[config.mk]
export PLATFORM = sky130hd
export DESIGN_NAME = pwr_ce_supervisor
export DESIGN_NICKNAME = d
export VERILOG_FILES = /design/src/rtl/pfs_pkg.sv /design/src/rtl/pfs_pgood_sync.sv /design/src/rtl/pfs_decode.sv /design/src/rtl/pfs_ctrl.sv /design/src/rtl/pwr_ce_supervisor.sv
export SDC_FILE = /design/constraint.sdc
export NUM_CORES = 1
export LEC_CHECK = 0
export ABC_AREA = 1
export BUFFER_PORTS_ARGS = -buffer_cell sky130_fd_sc_hd__buf_2
export CORE_AREA = 2 2 78 57
export DETAILED_ROUTE_END_ITERATION = 6
export DIE_AREA = 0 0 80 59
export GPL_ROUTABILITY_DRIVEN = 1
export SKIP_CTS_REPAIR_TIMING = 1
export SLEW_MARGIN = 40
export SYNTH_ARGS = -nofsm -noshare
export SYNTH_HDL_FRONTEND = slang
export SYNTH_SLANG_ARGS = --single-unit
[constraint.sdc]
create_clock -name clk -period 2.1 [get_ports clk]
set_clock_uncertainty 0.2 [all_clocks]
set_input_delay 0.42 -clock clk [delete_from_list [all_inputs] [get_ports clk]]
set_output_delay 0.42 -clock clk [all_outputs]
set_load 0.005 [all_outputs]
[src/rtl/pfs_pkg.sv]
package pfs_pkg;
  typedef enum logic [1:0] {
    ST_RUN   = 2'd0,
    ST_DRAIN = 2'd1,
    ST_LOCK  = 2'd2
  } sup_state_t;
endpackage

[src/rtl/pfs_pgood_sync.sv]
module pfs_pgood_sync #(
  parameter int STAGES = 2
) (
  input  logic clk,
  input  logic rst,
  input  logic async_in,
  output logic sync_out
);
  logic [STAGES-1:0] chain;

  always_ff @(posedge clk) begin
    if (rst) chain <= '0;
    else     chain <= {chain[STAGES-2:0], async_in};
  end

  assign sync_out = chain[STAGES-1];
endmodule

[src/rtl/pfs_decode.sv]
module pfs_decode #(
  parameter int SEL_W = 2,
  localparam int NOUT = 1 << SEL_W
) (
  input  logic             fwd_en,
  input  logic             host_ce_n,
  input  logic [SEL_W-1:0] sel,
  output logic [NOUT-1:0]  out_n
);
  for (genvar i = 0; i < NOUT; i++) begin : g_line
    assign out_n[i] = !(fwd_en && !host_ce_n && (sel == SEL_W'(i)));
  end
endmodule

[src/rtl/pfs_ctrl.sv]
module pfs_ctrl
  import pfs_pkg::*;
#(
  parameter int WP_CYCLES  = 10000,
  parameter int REC_CYCLES = 6250000,
  localparam int CNT_MAX = (WP_CYCLES > REC_CYCLES) ? WP_CYCLES : REC_CYCLES,
  localparam int CNT_W   = $clog2(CNT_MAX + 1)
) (
  input  logic       clk,
  input  logic       rst,
  input  logic       pg_s,
  input  logic       host_ce_n,
  output sup_state_t state,
  output logic       fwd_en,
  output logic       rst_pull_low
);
  localparam logic [CNT_W-1:0] WP_LAST  = CNT_W'(WP_CYCLES - 1);
  localparam logic [CNT_W-1:0] REC_LAST = CNT_W'(REC_CYCLES - 1);

  logic [CNT_W-1:0] cnt;

  always_ff @(posedge clk) begin
    if (rst) begin
      state <= ST_LOCK;
      cnt   <= '0;
    end else begin
      unique case (state)
        ST_RUN: begin
          cnt <= '0;
          if (!pg_s) state <= host_ce_n ? ST_LOCK : ST_DRAIN;
        end
        ST_DRAIN: begin
          if (host_ce_n || cnt == WP_LAST) begin
            state <= ST_LOCK;
            cnt   <= '0;
          end else begin
            cnt <= cnt + 1'b1;
          end
        end
        ST_LOCK: begin
          if (!pg_s) begin
            cnt <= '0;
          end else if (cnt == REC_LAST) begin
            state <= ST_RUN;
            cnt   <= '0;
          end else begin
            cnt <= cnt + 1'b1;
          end
        end
        default: begin
          state <= ST_LOCK;
          cnt   <= '0;
        end
      endcase
    end
  end

  assign fwd_en       = (state == ST_RUN) || (state == ST_DRAIN);
  assign rst_pull_low = (state != ST_RUN);

  // a lock with power still bad cannot be left
  assert_lock_holds_R4: assert property (@(posedge clk) disable iff (rst)
    (state == ST_LOCK && !pg_s) |=> (state == ST_LOCK));

  // loss of power with no access pending goes straight to lock
  assert_idle_fail_locks_R5: assert property (@(posedge clk) disable iff (rst)
    (state == ST_RUN && !pg_s && host_ce_n) |=> (state == ST_LOCK));

  // the drain window cannot overrun its deadline
  assert_drain_deadline_R6: assert property (@(posedge clk) disable iff (rst)
    (state == ST_DRAIN && cnt == WP_LAST) |=> (state == ST_LOCK));

  // forwarding resumes only after a complete recovery count
  assert_release_after_hold_R8: assert property (@(posedge clk) disable iff (rst)
    (state == ST_RUN && $past(state) == ST_LOCK) |-> ($past(cnt) == REC_LAST && $past(pg_s)));

  // a bad-power cycle in lock restarts the hold from zero
  assert_hold_restart_R9: assert property (@(posedge clk) disable iff (rst)
    (state == ST_LOCK && !pg_s) |=> (cnt == '0));
endmodule

[src/rtl/pwr_ce_supervisor.sv]
module pwr_ce_supervisor
  import pfs_pkg::*;
#(
  parameter int SEL_W      = 2,
  parameter int WP_CYCLES  = 10000,
  parameter int REC_CYCLES = 6250000,
  localparam int NOUT = 1 << SEL_W
) (
  input  logic             clk,
  input  logic             rst,
  input  logic             host_ce_n,
  input  logic [SEL_W-1:0] bank_sel,
  input  logic             pwr_good,
  output logic [NOUT-1:0]  bank_ce_n,
  output logic             rst_pull_low
);
  logic       pg_s;
  logic       fwd_en;
  sup_state_t state;

  pfs_pgood_sync #(.STAGES(2)) u_sync (
    .clk      (clk),
    .rst      (rst),
    .async_in (pwr_good),
    .sync_out (pg_s)
  );

  pfs_ctrl #(.WP_CYCLES(WP_CYCLES), .REC_CYCLES(REC_CYCLES)) u_ctrl (
    .clk          (clk),
    .rst          (rst),
    .pg_s         (pg_s),
    .host_ce_n    (host_ce_n),
    .state        (state),
    .fwd_en       (fwd_en),
    .rst_pull_low (rst_pull_low)
  );

  pfs_decode #(.SEL_W(SEL_W)) u_dec (
    .fwd_en    (fwd_en),
    .host_ce_n (host_ce_n),
    .sel       (bank_sel),
    .out_n     (bank_ce_n)
  );

  // never more than one bank enabled
  assert_single_bank_R2: assert property (@(posedge clk) disable iff (rst)
    $onehot0(~bank_ce_n));

  // a locked controller leaves every bank disabled
  assert_lock_blocks_R4: assert property (@(posedge clk) disable iff (rst)
    (state == ST_LOCK) |-> (bank_ce_n == '1));

  // an idle host enables no bank
  assert_idle_host_R1: assert property (@(posedge clk) disable iff (rst)
    host_ce_n |-> (bank_ce_n == '1));

  // any enabled bank outside normal running sits in the drain window, reset asserted
  assert_reset_in_drain_R7: assert property (@(posedge clk) disable iff (rst)
    (bank_ce_n != '1 && state != ST_RUN) |-> rst_pull_low);
endmodule

==> key figures <==
Synthesis
  – Library cell occupying the most area in the post-synthesis netlist: sky130_fd_sc_hd__dfxtp_1
  – Cell area after synthesis: 1530 um2
  – Area share of the largest cell type after synthesis: 35.2%
  – FF+latch count, synth: 27
  – Asr flop ratio synth: 0%
  – Cell types occupying the most area after synthesis: sky130_fd_sc_hd__dfxtp_1, sky130_fd_sc_hd__nor2_1, sky130_fd_sc_hd__nand2_1
  – Most used standard cells in the synthesized netlist: sky130_fd_sc_hd__nor2_1, sky130_fd_sc_hd__nand2_1, sky130_fd_sc_hd__dfxtp_1, sky130_fd_sc_hd__inv_1, sky130_fd_sc_hd__nand3_1
  – Syn avg cell area: 7.07 um2
  – Part of the Yosys area used for sequential elements: 35.2%
  – YS warnings: 0
  – Number of enable-type register cells in the synthesized netlist: 0
  – Post-synthesis instance total: 217
  – Post-synthesis net count: 227
  – Most common cell in the netlist: sky130_fd_sc_hd__nor2_1
  – Top_reg_cell synth: sky130_fd_sc_hd__dfxtp_1
  – Number of library cell types mapped by synthesis: 29

Place
  – Quantity of I/O buffers inserted on ports: 10
  – Post-Place Worst Slack: 0.114 ns
  – RePlAce Congestion: 0.782
  – Hpwl dp: 2400 um
  – Total instance count after detailed placement: 277

Final layout
  – Non-filler cells, final: 282
  – Utilization of the core after routing: 44.0%
  – Fraction of final layout cells with drive strength greater than 1: 15.2%
  – Antenna fix cells: 0
  – P&R area growth vs syn: 11.9%
  – Filler cell count: 428
  – Area used by multi-input combinational logic: 907 um2
  – Sequential Area: 541 um2
  – Total number of nets in the final design: 241

Clock tree
  – Max Buffers Root-to-Sink: 2
  – TritonCTS clock tree: yes
  – Clock Pin Slew Worst Setup and Hold Paths: 0.10 ns
  – TritonCTS Buffers: 3
  – Num Clock Sinks: 27
  – CTS H-Tree Depth: 1
  – Worst skew pair latency: 0.28 ns
  – Root Driver: sky130_fd_sc_hd__clkbuf_8

Route
  – Average wire length per cell after detail routing: 11.5 um
  – Detailed router's first-iteration violation count: 52
  – Detailed Routing Iterations Pass 1: 4
  – Total Wirelength: 3240 um
  – Residual antenna-violating net count after detailed routing: 0
  – Number of remaining DRC errors: 0
  – Post-DR vias/cell: 4.71
  – Vias: 1328

Setup path
  – Critical path arrival: 1.34 ns
  – Cells on worst reg2reg path: 8
  – Critical path endpoint category: primary output
  – Biggest fanout along the worst timing path: 4
  – End point of the critical path: bank_ce_n[1]
  – Startpoint type of the worst setup path: flip-flop
  – Crit path required time: 1.48 ns
  – CP startpoint: u_ctrl.state[0]
  – Worst R2R End: u_ctrl.cnt[3]
  – R2R Path Start: u_ctrl.cnt[0]
  – Register-to-register setup slack: 0.22 ns
  – Critical setup path kind: reg2out

Floorplan
  – CORE AREA: 3900 um2
  – Height of the chip: 59 um
  – Total die area: 4720 um2
  – Effective utilization at floorplan: 39.3%
  – # IOs: 11
  – Cell Rows: 19
  – Die Wd: 80 um

Timing
  – Final number of setup-violating endpoints: 0
  – Worst setup margin: 0.135 ns
  – Maximum frequency from static timing analysis: 509 MHz
  – Number of hold violations in the final report: 0
  – Shortest clock period the worst path allows after layout: 1.96 ns
  – Slew at the pin with the worst max-slew slack: 0.503 ns
  – Slew HR: 66.4%
  – Summed negative setup slack over all endpoints: 0 ns
  – Unrepaired setup endpoints after global routing: false
  – Ratio of final minimum period to clock period: 93.5%
  – Max Transition Viols Final: 0

Outcome
  – Run status: finished, final reports clean

Power
  – Total power divided by cell area: 492 nW/um2
  – Worst IR Drop VDD: 358 uV
  – Static power due to leakage: 0.614 nW

Global routing
  – Initial antenna violation count: 0
  – Overall routing resource usage: 14.7%
  – Vias in the first global route: 1157
  – First-pass GRT wire length: 5370 um
  – Total gr overflow: 0
  – Pin count of the biggest net entering global routing: 22

Flow run
  – Number of max-cap violations: 0

Worst hold path
  – Worst hold-check path type: in2reg
## area by class of cell
| cell class | count | share of cell area [%] |
|---|---|---|
| Multi-Input combinational cell | 161 | 52.8 |
| Sequential cell | 27 | 31.5 |
| Inverter | 28 | 6.12 |
| Tap cell | 52 | 3.79 |
| Timing Repair Buffer | 10 | 2.92 |
| Clock buffer | 3 | 2.41 |
| Clock inverter | 1 | 0.437 |
## power by group
group	switching [mW]	total [mW]	leakage (nW)	internal, mW
combinational	0.0146	0.0217	0.374	0.00715
sequential	0.00131	0.515	0.218	0.514
clock	0.173	0.308	0.0217	0.135
total	0.189	0.845	0.614	0.656
## layout by cell type, fill, tap and decap left out, drive strengths merged, types with 2 or more instances in the layout
master and count:
nor2 55, o21ai 4, clkbuf 3, nand2 42, nand4 8, xor2 10
buf 10, xnor2 3, nand3 20, dfxtp 27, a21oi 2, ha 4
nor4 2, inv 28, nor3 3
## state kept, by name, indices dropped and copies added (netlist names)
name	flops
u_ctrl.cnt	23
u_ctrl.state	2
u_sync.chain	2
## metal layers
layer	global-route usage (%)	part of all wire, %	up-vias
li1	-	-	719
met4	2.18	0.71	0
met3	4.12	4.2	2
met1	23.5	57	590
met2	19.4	38	17
met5	0	0	-
## worst max-delay path, cell delays in order, from the launching register on
cell and delay (ns):
sky130_fd_sc_hd__dfxtp_1 0.33, sky130_fd_sc_hd__inv_1 0.13, sky130_fd_sc_hd__ha_4 0.16, sky130_fd_sc_hd__inv_1 0.07, sky130_fd_sc_hd__a21oi_4 0.16, sky130_fd_sc_hd__nand3_1 0.09
sky130_fd_sc_hd__buf_2 0.13
## metrics by stage
step	hold WS, ns	total power, mW	cell area, um2
after CTS	0.101	0.856	1680
after floorplan	0.188	0.539	1530
after detailed placement	0.196	0.546	1630
after global placement	0.199	0.546	1630
after global routing	0.0999	0.885	1720
final	0.107	0.845	1720
## worst min path at each step
stage                     from         endpoint  cells past startpoint
3_3_place_gp   u_sync.chain[0]  u_sync.chain[1]                      2
3_5_place_dp   u_sync.chain[0]  u_sync.chain[1]                      2
4_1_cts                    rst  u_sync.chain[1]                      2
5_1_grt                    rst  u_sync.chain[1]                      2
2_1_floorplan  u_sync.chain[0]  u_sync.chain[1]                      2
6_report                   rst  u_sync.chain[1]                      2
## cells by family (layout without fill, tap and decap cells)
logic type / after synthesis / in the layout / synth area share, %
buffers and inverters: 30 / 42 / 8.32
multiplexers: 1 / 1 / 0.653
XOR/XNOR: 13 / 13 / 7.42
flip-flops: 27 / 27 / 35.2
AO/OA/AOI/OAI: 9 / 9 / 3.59
AND/OR/NAND/NOR: 133 / 134 / 41.5
adder cells (fa/ha/maj): 4 / 4 / 3.26
Power figures use the tool's default switching activity.
